==> src/rtl/twin_timer_pkg.sv <==
package twin_timer_pkg;
  localparam int CNT_W   = 32;
  localparam int DIV_W   = 3;
  localparam int NUM_TMR = 2;
  localparam int PRE_W   = (1 << DIV_W) - 1;

  localparam int CTRL_ADDR = 'h00;
  localparam int STAT_ADDR = 'h04;

  // per-counter layout of the control and status words
  function automatic int enBit(input int i);    return 2 * i;        endfunction
  function automatic int autoBit(input int i);  return 2 * i + 1;    endfunction
  function automatic int refBit(input int i);   return 11 + i;       endfunction
  function automatic int divLsb(input int i);   return 19 + DIV_W * i; endfunction
  function automatic int statBit(input int i);  return 8 * i;        endfunction
  function automatic int reloadAddr(input int i); return 'h10 + 8 * i; endfunction
  function automatic int valueAddr(input int i);  return 'h14 + 8 * i; endfunction

  typedef struct packed {
    logic [NUM_TMR-1:0]            wrReload;
    logic [NUM_TMR-1:0]            wrValue;
    logic [NUM_TMR-1:0]            enable;
    logic [NUM_TMR-1:0]            autoReload;
    logic [NUM_TMR-1:0]            useRef;
    logic [NUM_TMR-1:0]            enRise;
    logic [NUM_TMR-1:0][DIV_W-1:0] divExp;
  } tmrCmd_t;
endpackage

==> src/rtl/twin_timer_ctrl.sv <==
module twin_timer_ctrl
  import twin_timer_pkg::*;
#(
  parameter int ADDR_W = 8
) (
  input  logic                          clk,
  input  logic                          rstN,
  input  logic                          regWe,
  input  logic [ADDR_W-1:0]             regAddr,
  input  logic [CNT_W-1:0]              regWdata,
  output logic [CNT_W-1:0]              regRdata,
  input  logic [NUM_TMR-1:0]            expire,
  input  logic [NUM_TMR-1:0][CNT_W-1:0] countNow,
  input  logic [NUM_TMR-1:0][CNT_W-1:0] reloadNow,
  output tmrCmd_t                       cmd,
  output logic [NUM_TMR-1:0]            irq
);
  logic [CNT_W-1:0]   ctrlReg;
  logic [NUM_TMR-1:0] statusBits;
  logic               wrCtrl;
  logic               wrStat;

  assign wrCtrl = regWe && (regAddr == ADDR_W'(CTRL_ADDR));
  assign wrStat = regWe && (regAddr == ADDR_W'(STAT_ADDR));

  always_ff @(posedge clk) begin
    if (!rstN) ctrlReg <= '0;
    else if (wrCtrl) ctrlReg <= regWdata;
  end

  for (genvar gi = 0; gi < NUM_TMR; gi++) begin : g_slot
    // an expiry beats a same-cycle clear
    always_ff @(posedge clk) begin
      if (!rstN) statusBits[gi] <= 1'b0;
      else if (expire[gi]) statusBits[gi] <= 1'b1;
      else if (wrStat && !regWdata[statBit(gi)]) statusBits[gi] <= 1'b0;
    end

    assign cmd.wrReload[gi]   = regWe && (regAddr == ADDR_W'(reloadAddr(gi)));
    assign cmd.wrValue[gi]    = regWe && (regAddr == ADDR_W'(valueAddr(gi)));
    assign cmd.enable[gi]     = ctrlReg[enBit(gi)];
    assign cmd.autoReload[gi] = ctrlReg[autoBit(gi)];
    assign cmd.useRef[gi]     = ctrlReg[refBit(gi)];
    assign cmd.divExp[gi]     = ctrlReg[divLsb(gi) +: DIV_W];
    assign cmd.enRise[gi]     = wrCtrl && regWdata[enBit(gi)] && !ctrlReg[enBit(gi)];
    assign irq[gi]            = statusBits[gi];
  end

  always_comb begin
    regRdata = '0;
    if (regAddr == ADDR_W'(CTRL_ADDR)) regRdata = ctrlReg;
    for (int i = 0; i < NUM_TMR; i++) begin
      if (regAddr == ADDR_W'(STAT_ADDR))     regRdata[statBit(i)] = statusBits[i];
      if (regAddr == ADDR_W'(reloadAddr(i))) regRdata = reloadNow[i];
      if (regAddr == ADDR_W'(valueAddr(i)))  regRdata = countNow[i];
    end
  end
endmodule

==> src/rtl/twin_timer_datapath.sv <==
module twin_timer_datapath
  import twin_timer_pkg::*;
(
  input  logic                          clk,
  input  logic                          rstN,
  input  logic                          refTick,
  input  logic                          fabricTick,
  input  tmrCmd_t                       cmd,
  input  logic [CNT_W-1:0]              wrData,
  output logic [NUM_TMR-1:0][CNT_W-1:0] countNow,
  output logic [NUM_TMR-1:0][CNT_W-1:0] reloadNow,
  output logic [NUM_TMR-1:0]            expire
);
  for (genvar gi = 0; gi < NUM_TMR; gi++) begin : g_cnt
    logic [PRE_W-1:0] preCnt;
    logic [PRE_W-1:0] preMask;
    logic             countTick;
    logic             atZero;
    logic             parked;
    logic [CNT_W-1:0] cnt;
    logic [CNT_W-1:0] rel;

    assign preMask = PRE_W'((32'd1 << cmd.divExp[gi]) - 32'd1);

    always_ff @(posedge clk) begin
      if (!rstN) preCnt <= '0;
      else if (cmd.enRise[gi]) preCnt <= '0;
      else if (cmd.enable[gi] && !cmd.useRef[gi] && fabricTick) preCnt <= preCnt + 1'b1;
    end

    assign countTick = cmd.enable[gi] &&
                       (cmd.useRef[gi] ? refTick
                                       : (fabricTick && ((preCnt & preMask) == preMask)));
    assign atZero      = (cnt == '0);
    assign expire[gi]  = countTick && atZero && !parked;

    always_ff @(posedge clk) begin
      if (!rstN) rel <= '0;
      else if (cmd.wrReload[gi]) rel <= wrData;
    end

    always_ff @(posedge clk) begin
      if (!rstN) begin
        cnt    <= '0;
        parked <= 1'b0;
      end else if (cmd.wrValue[gi]) begin
        cnt    <= wrData;
        parked <= 1'b0;
      end else if (countTick) begin
        if (!atZero) cnt <= cnt - 1'b1;
        else if (!parked) begin
          if (cmd.autoReload[gi]) cnt <= rel;
          else parked <= 1'b1;
        end
      end
    end

    assign countNow[gi]  = cnt;
    assign reloadNow[gi] = rel;
  end
endmodule

==> src/rtl/twin_countdown_timer.sv <==
module twin_countdown_timer
  import twin_timer_pkg::*;
#(
  parameter int ADDR_W = 8
) (
  input  logic                          clk,
  input  logic                          rstN,
  input  logic                          refTick,
  input  logic                          fabricTick,
  input  logic                          regWe,
  input  logic [ADDR_W-1:0]             regAddr,
  input  logic [twin_timer_pkg::CNT_W-1:0] regWdata,
  output logic [twin_timer_pkg::CNT_W-1:0] regRdata,
  output logic [twin_timer_pkg::NUM_TMR-1:0] irq
);
  tmrCmd_t                       cmd;
  logic [NUM_TMR-1:0][CNT_W-1:0] countNow;
  logic [NUM_TMR-1:0][CNT_W-1:0] reloadNow;
  logic [NUM_TMR-1:0]            expire;

  twin_timer_ctrl #(.ADDR_W(ADDR_W)) u_ctrl (
    .clk(clk), .rstN(rstN), .regWe(regWe), .regAddr(regAddr),
    .regWdata(regWdata), .regRdata(regRdata), .expire(expire),
    .countNow(countNow), .reloadNow(reloadNow), .cmd(cmd), .irq(irq)
  );

  twin_timer_datapath u_dp (
    .clk(clk), .rstN(rstN), .refTick(refTick), .fabricTick(fabricTick),
    .cmd(cmd), .wrData(regWdata), .countNow(countNow),
    .reloadNow(reloadNow), .expire(expire)
  );
endmodule

==> config.mk <==
export PLATFORM = sky130hd
export DESIGN_NAME = twin_countdown_timer
export DESIGN_NICKNAME = d
export VERILOG_FILES = /design/src/rtl/twin_timer_pkg.sv /design/src/rtl/twin_timer_ctrl.sv /design/src/rtl/twin_timer_datapath.sv /design/src/rtl/twin_countdown_timer.sv
export SDC_FILE = /design/constraint.sdc
export NUM_CORES = 1
export LEC_CHECK = 0
export BUFFER_PORTS_ARGS = -buffer_cell sky130_fd_sc_hd__buf_2
export CORE_ASPECT_RATIO = 1.4
export CORE_MARGIN = 5
export CORE_UTILIZATION = 55
export CTS_BUF_LIST = sky130_fd_sc_hd__clkbuf_8
export DETAILED_ROUTE_END_ITERATION = 10
export GPL_ROUTABILITY_DRIVEN = 0
export MAX_ROUTING_LAYER = met4
export PLACE_DENSITY = 0.77
export SLEW_MARGIN = 20
export SYNTH_ARGS = -nofsm -noshare
export SYNTH_HDL_FRONTEND = slang
export SYNTH_HIERARCHICAL = 1
export SYNTH_SLANG_ARGS = --single-unit
==> constraint.sdc <==
create_clock -name clk -period 3.05 [get_ports clk]
set_clock_uncertainty 0.15 [all_clocks]
set_input_delay 0.305 -clock clk [delete_from_list [all_inputs] [get_ports clk]]
set_output_delay 0.305 -clock clk [all_outputs]
set_load 0.005 [all_outputs]
Word level (Yosys, flattened, before mapping)
Index checks and enable logic that the tools add are counted.
{"block": "classes", "n_lt_le_gt_ge": 0, "n_div": 0, "mul": 0, "n_mux": 27, "shifts": 2, "n_reduce_logical": 47, "add_sub_neg": 6, "eq_ne": 11, "bitwise": 3}
{"operator": "2-to-1 mux 32 bit", "count": 15}
{"operator": "zero test 32 bit", "count": 2}
{"operator": "subtractor 32 x 1 -> 32 bit, second input constant", "count": 2}
{"operator": "equality test 8 x 5 -> 1 bit, second input constant", "count": 4}
{"operator": "logical AND 1 bit", "count": 24}
{"operator": "adder 7 x 1 -> 7 bit, second input constant", "count": 2}
{"operator": "bitwise AND 7 bit", "count": 2}
{"operator": "equality test 7 bit", "count": 2}
{"operator": "left shift 1 x 3 -> 7 bit, first input constant", "count": 2}
{"operator": "subtractor 7 x 1 -> 7 bit, second input constant", "count": 2}
{"operator": "2-to-1 mux 1 bit", "count": 12}
{"operator": "!= test 3 bit, second input constant", "count": 4}
{"operator": "equality test 8 x 3 -> 1 bit, second input constant", "count": 1}
{"operator": "zero test 1 bit", "count": 8}
{"operator": "zero test 8 bit", "count": 1}
{"operator": "nonzero test 2 bit", "count": 4}
{"operator": "OR reduction 2 bit", "count": 4}
{"operator": "AND reduction 3 bit", "count": 2}
{"operator": "AND reduction 2 bit", "count": 2}
{"operator": "inverter 1 bit", "count": 1}
{"block": "totals", "memories": 0, "ram_bits": 0, "mem_bits_ro": 0, "latch_bits": 0, "out_inout_bits": 34, "reg_bits": 178, "word_cells": 107}

Depth between registers and ports, before layout
Gate-level depths: netlist of the first run.
{"block": "logic_depth", "depth_word": 10, "depth_mapped": 14, "depth_no_buf": 10}

Cells and area by module
The synthesis of the first run kept the hierarchy.
{"module": "twin_timer_datapath", "cells_per_inst": 1022, "instances": 1, "area_each_um2": 7997.7, "seq_area_each_um2": 2882.8}
{"module": "twin_timer_ctrl", "cells_per_inst": 382, "instances": 1, "area_each_um2": 2783.9, "seq_area_each_um2": 680.7}

Least setup slack after synthesis of the first run
Ideal clock, no wire load.
{"block": "synth_path", "kind": "register -> register", "from": "register u_ctrl.ctrlReg[24]", "to": "register u_dp.g_cnt[1].cnt[22]", "arrival_time_ns": 3.088, "setup_ns": 0.117, "t_required_ns": 2.783, "setup_slack_ns": -0.306, "stages_incl_launch_ff": 13, "cell_sequence": "dfxtp_1 buf_4 clkbuf_1 or3_1 ha_1 or2_2 a21oi_1 a2111oi_0 o41ai_1 a21o_1 buf_2 o21ai_0 a32o_1"}
{"block": "synth_between", "elab_chain_len": 9}
{"element": "start, declared", "line_no": "twin_timer_ctrl.sv:18", "rtl": "logic [CNT_W-1:0] ctrlReg;"}
{"element": "start signal, assigned", "line_no": "twin_timer_ctrl.sv:28", "rtl": "else if (wrCtrl) ctrlReg <= regWdata;"}
{"element": "left shift 1 x 3 -> 7 bit (*)", "line_no": "twin_timer_datapath.sv:23", "rtl": "assign preMask = PRE_W'((32'd1 << cmd.divExp[gi]) - 32'd1);"}
{"element": "subtractor 7 x 1 -> 7 bit (*)", "line_no": "twin_timer_datapath.sv:23"}
{"element": "bitwise AND 7 bit", "line_no": "twin_timer_datapath.sv:33", "rtl": ": (fabricTick && ((preCnt & preMask) == preMask)));"}
{"element": "equality test 7 bit (*)", "line_no": "twin_timer_datapath.sv:33"}
{"element": "logical AND 1 bit (*)", "line_no": "twin_timer_datapath.sv:33"}
{"element": "2-to-1 mux 1 bit (*)", "line_no": "twin_timer_datapath.sv:32", "rtl": "(cmd.useRef[gi] ? refTick"}
{"element": "logical AND 1 bit (*)", "line_no": "twin_timer_datapath.sv:31", "rtl": "assign countTick = cmd.enable[gi] &&"}
{"element": "nonzero test 2 bit (no source line) (*)"}
{"element": "AND reduction 3 bit (no source line) (*)"}
{"element": "end signal, assigned", "line_no": "twin_timer_datapath.sv:47", "rtl": "cnt <= wrData;"}
{"element": "end signal, assigned", "line_no": "twin_timer_datapath.sv:50", "rtl": "if (!atZero) cnt <= cnt - 1'b1;"}
{"element": "end signal, assigned", "line_no": "twin_timer_datapath.sv:52", "rtl": "if (cmd.autoReload[gi]) cnt <= rel;"}
{"element": "end, declared", "line_no": "twin_timer_datapath.sv:20", "rtl": "logic [CNT_W-1:0] cnt;"}
Every way passes the cells marked *; elsewhere a longest branch is shown, timed or not.
A chain may end at the register's enable or synchronous reset.

Final worst setup path of the first run
{"block": "layout_path", "from": "register u_dp.g_cnt[0].cnt[1]", "to": "register u_dp.g_cnt[0].cnt[21]"}
{"block": "layout_between", "elab_chain_len": 4, "word_cells_on_any_way": 8, "cone_classes": "1 x add/sub; 2 x eq/ne; 3 x mux; 2 x reduce/logical"}
{"element": "start, declared", "line_no": "twin_timer_datapath.sv:20"}
{"element": "start signal, assigned", "line_no": "twin_timer_datapath.sv:47"}
{"element": "start signal, assigned", "line_no": "twin_timer_datapath.sv:50"}
{"element": "start signal, assigned", "line_no": "twin_timer_datapath.sv:52"}
{"element": "subtractor 32 x 1 -> 32 bit / zero test 32 bit (equally long branches)", "line_no": "twin_timer_datapath.sv:50, twin_timer_datapath.sv:34"}
{"element": "2-to-1 mux 32 bit", "line_no": "twin_timer_datapath.sv:50"}
{"element": "2-to-1 mux 32 bit", "line_no": "twin_timer_datapath.sv:49", "rtl": "end else if (countTick) begin"}
{"element": "2-to-1 mux 32 bit", "line_no": "twin_timer_datapath.sv:46", "rtl": "end else if (cmd.wrValue[gi]) begin"}
Parallel ways exist; a longest one is shown, timed or not. The select of a mux whose other input is x is not followed.

==> out/metrics.csv, run 1 <==
metric,value,unit
stdcell_count,1769,
synthesis.instances,1404,
areaGrowthSynthToFinish,15.7,%
r2r_end,u_dp/g_cnt[0].cnt[21]$_SDFFE_PN0P_,
path_depth,7,
drv_slew,0,
worstPathArrival,3220,ps
cts_tree,done,
grt_use_total,0.347,
worst_pin_slew,824,ps
drt-total-wl,38.9,mm
clkTransAtPathRegs,100,ps
dp_hpwl,27.6,mm
hp-class,in2reg,
drt.antenna.violating_nets,0,
diodes,0,
drtPass1Iterations,6,
grt_pass1_vias,11200,
async_flop_share,0,
crit_family,simple AND/OR/NAND/NOR gates,
yosysMostFrequentCell,nor2_1,
vias,11800,
drcViolationCount,0,
overflow,0,
cts_max_level,4,
detail_route.wl_per_cell,22.0,um
mappedNetlistArea,10800,um2
hold_ws,8.58,ps
cts_buffers,17,
die_x,128,um
reg2reg_slack,80,ps
max_freq,336,MHz
required,3290,ps
place_inst,1711,
cp-startpoint,u_dp/g_cnt[0].cnt[1]$_SDFFE_PN0P_,
cp-endpoint,u_dp/g_cnt[0].cnt[21]$_SDFFE_PN0P_,
fin_tns_setup,0,ps
grt_setup_unrepaired,false,
clock-sinks,178,
io_pins,79,
viasPerCell,6.64,
nets,1561,
critPathCaptureType,flop,
yosysTopAreaCell,dfxtp_1,
dieArea,22500,um2
coreArea,19300,um2
syn_avg_cell_area,7.68,um2
yosysWarnings,6,
clk_latency,490,ps
setup_viol,0,
worstPathMaxFanout,7,
synth_commonest_cells,"198 x nor2_1, 178 x dfxtp_1, 111 x nand2_1",
fin_ws,77.2,ps
r2r_start,u_dp/g_cnt[0].cnt[1]$_SDFFE_PN0P_,
rows,60,
crit_path_cell_trace,or4_4 > or3_4 > or3_4 > or4_4 > o22ai_1 > a21oi_1 > a22o_1,
synthFlopType,dfxtp_1,
die_h,176,um
criticalPathCategory,reg2reg,
path_buf_inv,0,
synth_top_area_share,0.331,
regArea,3560,um2
postLayoutCoreUtil,0.647,
start_util,0.559,
drtIter0Drc,1460,
synth_area_leaders,"dfxtp_1 33%, mux2i_1 9.2%, nor2_1 6.9%",
syn-num-nets,1457,
synth_seq_cells,178,
grt_max_degree,54,
clock-root-buffer,clkbuf_8,
numPortBuffers,78,
hold_viol,0,
antenna_found_initial,0,
critPathLaunchType,flop,
p_leak,4.83,nW
slew_headroom,0.450,
rr_worst_depth,7,
finalCriticalPeriod,2970,ps
drive_gt1_frac,0.167,
grt_pass1_wl,60.2,mm
synth_edf_count,0,
synth_cell_types,74,
clockBufferDepth,2,
slowest_stage,or4_4,
place_ws,56.4,ps
multi_input_area,6750,um2
status,finished clean,
num-fill-cells,1638,
synth-seq-area-share,0.331,
fin_crit_sh,0.975,
power_density,356,nW/um2
maxCapViolations,0,
ir_worst_vdd,0.267,mV
cp_slowest_stage_delay,560,ps
## worst min path at each step
stage                                                from                                 end  slack, ps  depth (start not counted)
final                                        regWdata[23]     u_ctrl/ctrlReg[23]$_SDFFE_PN0N_          9                          3
after CTS                                    regWdata[23]     u_ctrl/ctrlReg[23]$_SDFFE_PN0N_          5                          3
after global routing                         regWdata[10]  u_dp/g_cnt[0].cnt[10]$_SDFFE_PN0P_          5                          3
after detailed placement  u_ctrl/ctrlReg[13]$_SDFFE_PN0N_     u_ctrl/ctrlReg[13]$_SDFFE_PN0N_        310                          2
after floorplan                               regWdata[9]   u_dp/g_cnt[0].cnt[9]$_SDFFE_PN0P_        260                          2
after global placement    u_ctrl/ctrlReg[15]$_SDFFE_PN0N_     u_ctrl/ctrlReg[15]$_SDFFE_PN0N_        300                          2
## per-stage QoR
stage	total power, W	cell area (um2)
after floorplan	0.00259	10800
after global placement	0.00276	11800
after detailed placement	0.00276	11800
after CTS	0.00442	12400
after global routing	0.00456	12500
final	0.00444	12500
## registers in the layout (all words and copies together) (netlist names)
name / cells
u_dp/g_cnt.preCnt: 14
u_dp/g_cnt.cnt: 64
u_ctrl/irq: 2
u_dp/g_cnt.parked: 2
u_dp/g_cnt.rel: 64
u_ctrl/ctrlReg: 32
## cell type report
class,instances,area share
clock buffer,18,0.0199
clock inverter,14,0.0114
inverter,17,0.00511
multi-input combinational,1098,0.541
sequential,178,0.286
tap,248,0.0249
timing repair buffer,196,0.113
## layer usage
| metal | global-route usage | routed length, um | up-vias |
|---|---|---|---|
| met4 | 0.228 | 2930 | 0 |
| met2 | 0.547 | 18200 | 792 |
| met5 | - | 0 | - |
| li1 | - | - | 5327 |
| met3 | 0.0624 | 3560 | 234 |
| met1 | 0.400 | 14200 | 5401 |
## logic make-up (layout without fill, tap and decap cells)
kind of cell    Yosys count  after routing  synth area share
compound gates          388            388             0.227
xor+xnor                 33             33            0.0268
fa+ha+maj                 8              8           0.00928
buf+inv                 128            245            0.0504
flops                   178            178             0.331
mux                     116            116             0.110
simple gates            553            553             0.246
## what timing repair did
item,CTS,global route
endpoints found under the setup margin,0,47
hold buffers,25,0
setup buffers,0,1
resized for setup,0,8
endpoints found under the hold margin,50,0
## layout by cell type, fill, tap and decap left out, types with 8 or more instances in the layout
| cell | n |
|---|---|
| a31oi_1 | 12 |
| dfxtp_1 | 177 |
| buf_4 | 89 |
| or3_1 | 18 |
| a21oi_1 | 105 |
| nand2b_1 | 14 |
| o32ai_1 | 21 |
| nor2_1 | 194 |
| nor3_1 | 45 |
| o31ai_1 | 10 |
| buf_2 | 77 |
| or2_2 | 8 |
| o21a_1 | 26 |
| xor2_1 | 11 |
| o21ai_0 | 110 |
| dlygate4sd3_1 | 25 |
| mux2_2 | 17 |
| clkbuf_8 | 18 |
| nor4_1 | 23 |
| nand2_1 | 111 |
| and3_1 | 9 |
| nand3_1 | 57 |
| mux2i_1 | 99 |
| nor2b_1 | 11 |
| nand4_1 | 10 |
| o22ai_1 | 13 |
| inv_1 | 15 |
| xnor2_1 | 22 |
| a211oi_1 | 23 |
## report_power, final
| part | switching [W] | leakage, nW | internal, W | total, W |
|---|---|---|---|---|
| logic | 0.000280 | 3.20 | 0.000148 | 0.000428 |
| registers | 0.00000330 | 1.43 | 0.00233 | 0.00233 |
| clock network | 0.000986 | 0.196 | 0.000696 | 0.00168 |
## worst reg2reg max path, stage by stage, from the launching register on
cell	delay, ps
dfxtp_1	350
or4_4	560
or3_4	390
or3_4	390
or4_4	500
o22ai_1	210
a21oi_1	120
a22o_1	210
(Power assumes the default switching activity.)
==> run 2: changes to the inputs <==
- PLACE_DENSITY: 0.77 -> 0.74
- clock period: 3.05 -> 2.9 ns (I/O delays scaled with it)
==> run 2 against run 1 <==
Routed wire length rose by 1.1%. Maximum frequency is 3.7% higher. Flip-flop and latch count stayed put. Register-to-register slack lost 50 ps. Combinational power increased by 6.8%.
==> out/metrics.csv, run 2 (synthesized netlist as in run 1, its figures left out) <==
metric,value,unit
worstPathArrival,3100,ps
drv_slew,0,
critPathCaptureType,flop,
final_common_cell,nor2_1,
diodes,0,
multi_input_area,6800,um2
power_frac_comb,0.100,
largestRegisters,"u_dp/g_cnt.cnt (64), u_dp/g_cnt.rel (64), u_ctrl/ctrlReg (32)",
areaGrowthSynthToFinish,17.7,%
drcViolationCount,0,
hold_ws,26.3,ps
fin_crit_sh,0.989,
status,finished clean,
vias,11800,
grt_max_degree,49,
clock-root-buffer,clkbuf_8,
cts_tree,done,
postLayoutCoreUtil,0.658,
clockBufferDepth,2,
drt.antenna.violating_nets,0,
die_h,176,um
overflow,0,
worst_pin_slew,1100,ps
setup_viol,0,
nets,1584,
clk_latency,490,ps
die_x,128,um
power_density,360,nW/um2
grt_use_total,0.353,
required,3130,ps
coreArea,19300,um2
place_inst,1730,
clkTransAtPathRegs,100,ps
criticalPathCategory,reg2reg,
p_seq_frac,0.536,
hold_viol,0,
dieArea,22500,um2
antenna_found_initial,0,
max_freq,349,MHz
drive_gt1_frac,0.182,
layout_common_cells,"195 x nor2_1, 177 x dfxtp_1, 111 x nand2_1",
worstPathMaxFanout,4,
slew_headroom,0.266,
p_int,0.00323,W
detail_route.wl_per_cell,21.9,um
power,0.00457,W
cts_max_level,4,
ir_worst_vdd,0.264,mV
drt-total-wl,39.3,mm
io_pins,79,
start_util,0.559,
rows,60,
swShare,0.294,
regArea,3560,um2
p_leak,4.95,nW
grt_pass1_vias,11200,
cts_buffers,17,
finalCriticalPeriod,2870,ps
clock-sinks,178,
p_sw,0.00134,W
viasPerCell,6.57,
maxCapViolations,0,
drtIter0Drc,1560,
critPathLaunchType,flop,
hp-class,in2reg,
drtPass1Iterations,7,
num-fill-cells,1669,
dp_hpwl,28.0,mm
stdcell_count,1792,
clkPwrFrac,0.364,
grt_pass1_wl,61.0,mm
fin_tns_setup,0,ps
numPortBuffers,78,
run 2: critical path: stages, from the launching register on:
cell	delay, ps
dfxtp_1	330
or4_4	540
or3_4	380
or3_1	420
or4_4	510
o22ai_1	140
a21oi_1	90
a22o_1	200
run 2: metal layers:
metal	wire length, um	global-route usage	vias to the layer above	part of all wire
met2	18300	0.553	790	0.47
met5	0	-	-	0
met1	14500	0.419	5425	0.37
li1	-	-	5359	-
met3	4020	0.0770	199	0.10
met4	2420	0.192	0	0.062
run 2: path summary, 6_finish.rpt:
check                                                        from                            endpoint  slack (ps)  depth (start not counted)
worst max-delay path            u_dp/g_cnt[0].cnt[0]$_SDFFE_PN0P_  u_dp/g_cnt[0].cnt[21]$_SDFFE_PN0P_          30                          7
worst min-delay path                                 regWdata[26]     u_ctrl/ctrlReg[26]$_SDFFE_PN0N_          30                          3
worst max register to register  u_dp/g_cnt[0].cnt[0]$_SDFFE_PN0P_  u_dp/g_cnt[0].cnt[21]$_SDFFE_PN0P_          30                          7
worst min register to register    u_ctrl/ctrlReg[15]$_SDFFE_PN0N_     u_ctrl/ctrlReg[15]$_SDFFE_PN0N_         330                          2
run 2: area by class of cell:
type | instances | area share
inverters | 17 | 0.00503
well taps | 248 | 0.0244
clock inverters | 15 | 0.00986
repair buffers | 219 | 0.125
flip-flops and latches | 178 | 0.281
multi-input cells | 1098 | 0.536
clock buffers | 17 | 0.0184
run 2: power by group through the flow:
stage | Combinational (W) | Sequential (W) | Clock, W
2_1_floorplan | 0.000223 | 0.00250 | 0
3_3_place_gp | 0.000401 | 0.00251 | 0
3_5_place_dp | 0.000404 | 0.00251 | 0
4_1_cts | 0.000436 | 0.00245 | 0.00168
5_1_grt | 0.000481 | 0.00245 | 0.00178
6_report | 0.000457 | 0.00245 | 0.00166
run 2: what timing repair did:
item / 4_1_cts / 5_1_grt
endpoints found under the setup margin: 1 / 39
hold endpoints to repair: 69 / 0
gates resized for setup: 0 / 13
pin swaps: 0 / 1
hold buffers: 30 / 0
setup buffers: 0 / 0
run 2: through the flow:
stage                     setup slack [ps]  cell area [um2]
final                                 31.9            12700
after detailed placement              16.3            12000
after global placement                80.4            12000
after floorplan                      -13.2            10900
after global routing                 -13.0            12700
after CTS                            -34.6            12600
==> run 3: changes to the inputs <==
- REMOVE_ABC_BUFFERS: default -> 1
- SETUP_SLACK_MARGIN: default -> 0.02
==> run 3 against run 2 <==
Flip-flop and latch count unchanged. Core utilization is 0.40 points higher. Clock power up 8%. First-iteration DRC count down 4.8%. Die area unchanged. Sequential share of layout area shrank 0.16 points. Cell count shrank 0.50%. Routed wire length decreased by 0.32%. Design area up 0.60%. Sequential power hardly changed. Count of clock-buffer cells in the layout is 5 higher. Critical path type unchanged. Critical endpoint unchanged. Largest power group unchanged.
==> out/metrics.csv, run 3 (synthesized netlist as in run 1, its figures left out) <==
metric,value,unit
status,finished clean,
power,0.00470,W
grt_setup_unrepaired,true,
hp-class,in2reg,
drv_slew,0,
drtIter0Drc,1485,
power_density,368,nW/um2
slew_headroom,0.486,
drt.antenna.violating_nets,0,
slowest_stage,or4_4,
die_h,176,um
regArea,3570,um2
p_int,0.00348,W
max_freq,354,MHz
largestRegisters,"u_dp/g_cnt.cnt (64), u_dp/g_cnt.rel (64), u_ctrl/ctrlReg (32)",
drive_gt1_frac,0.186,
swShare,0.260,
cts_max_level,4,
num-fill-cells,1656,
crit_path_cell_trace,or4_4 > or3_4 > or3_4 > or4_4 > o22ai_1 > a21oi_1 > a22o_1,
cts_tree,done,
power_frac_comb,0.098,
cp_slowest_stage_delay,570,ps
numPortBuffers,78,
worstPathArrival,3050,ps
viasPerCell,6.55,
fin_crit_sh,0.975,
clockBufferDepth,2,
grt_max_degree,68,
hold_depth,3,
areaGrowthSynthToFinish,18.4,%
finalCriticalPeriod,2830,ps
multi_input_area,6870,um2
rr_worst_depth,7,
clock-sinks,178,
worst_pin_slew,770,ps
ir_worst_vdd,0.248,mV
drcViolationCount,0,
grt_pass1_wl,59.9,mm
start_util,0.559,
maxCapViolations,0,
p_sw,0.00122,W
reg2reg_slack,70,ps
drtPass1Iterations,6,
clkPwrFrac,0.382,
dieArea,22500,um2
layout_common_cells,"191 x nor2_1, 176 x dfxtp_1, 108 x nand2_1, 108 x o21ai_0, 103 x a21oi_1",
clk_latency,470,ps
worstPathMaxFanout,5,
postLayoutCoreUtil,0.662,
drt-total-wl,39.2,mm
dp_hpwl,27.8,mm
coreArea,19300,um2
cts_buffers,17,
critPathLaunchType,flop,
path_buf_inv,0,
path_depth,7,
rows,60,
nets,1574,
hold_viol,0,
io_pins,79,
crit_family,simple AND/OR/NAND/NOR gates,
criticalPathCategory,reg2reg,
overflow,0,
grt_use_total,0.347,
final_common_cell,nor2_1,
die_x,128,um
clock-root-buffer,clkbuf_8,
setup_viol,0,
p_seq_frac,0.520,
vias,11700,
clkTransAtPathRegs,100,ps
critPathCaptureType,flop,
grt_pass1_vias,10900,
detail_route.wl_per_cell,22.0,um
required,3120,ps
p_leak,4.99,nW
antenna_found_initial,1,
run 3: worst paths after layout:
| check | start | to |
|---|---|---|
| min | regWdata[21] | u_ctrl/ctrlReg[21]$_SDFFE_PN0N_ |
| max reg2reg | u_dp/g_cnt[0].cnt[0]$_SDFFE_PN0P_ | u_dp/g_cnt[0].cnt[21]$_SDFFE_PN0P_ |
| min reg2reg | u_ctrl/ctrlReg[30]$_SDFFE_PN0N_ | u_ctrl/ctrlReg[30]$_SDFFE_PN0N_ |
| max | u_dp/g_cnt[0].cnt[0]$_SDFFE_PN0P_ | u_dp/g_cnt[0].cnt[21]$_SDFFE_PN0P_ |
run 3: repair_timing:
item	4_1_cts	5_1_grt
setup endpoints to repair	9	62
hold buffers	28	0
pin swaps	1	11
gates resized for setup	1	48
cloned	0	2
hold endpoints to repair	40	0
setup buffers	1	1
run 3: layout make-up:
cell class / count / area share
repair buffers: 209 / 0.121
clock buffers: 22 / 0.0237
diodes: 1 / 0.000196
clock inverters: 10 / 0.00833
well taps: 248 / 0.0243
flip-flops and latches: 178 / 0.279
multi-input cells: 1098 / 0.538
inverters: 17 / 0.00500
run 3: worst reg2reg max path, cell delays in order, from the launching register on:
cell	delay, ps
dfxtp_1	330
or4_4	570
or3_4	400
or3_4	360
or4_4	490
o22ai_1	140
a21oi_1	80
a22o_1	200
run 3: power groups by stage:
| stage | Clock, W | Sequential [W] | Combinational [W] |
|---|---|---|---|
| after CTS | 0.00182 | 0.00245 | 0.000442 |
| after detailed placement | 0 | 0.00251 | 0.000411 |
| final | 0.00180 | 0.00245 | 0.000460 |
| after global placement | 0 | 0.00251 | 0.000407 |
| after floorplan | 0 | 0.00250 | 0.000175 |
| after global routing | 0.00190 | 0.00245 | 0.000486 |
run 3: routing by layer:
metal	GRT usage	vias up	share of wire
met1	0.413	5393	0.38
met3	0.0502	181	0.084
li1	-	5345	-
met4	0.264	0	0.086
met2	0.525	757	0.45
met5	-	-	0
run 3: per-stage QoR:
| step | setup slack (ps) | hold WS, ps | cells | TNS, ps | area, um2 |
|---|---|---|---|---|---|
| 3_5_place_dp | 0.395 | 314 | 1718 | 0 | 11800 |
| 2_1_floorplan | -3510 | 248 | 1293 | -302740 | 10300 |
| 6_report | 71.5 | 17.5 | 1783 | 0 | 12800 |
| 4_1_cts | 37.4 | 0.275 | 1779 | 0 | 12500 |
| 3_3_place_gp | 2.11 | 303 | 1718 | 0 | 11800 |
| 5_1_grt | -37.4 | 6.28 | 1783 | -101 | 12800 |
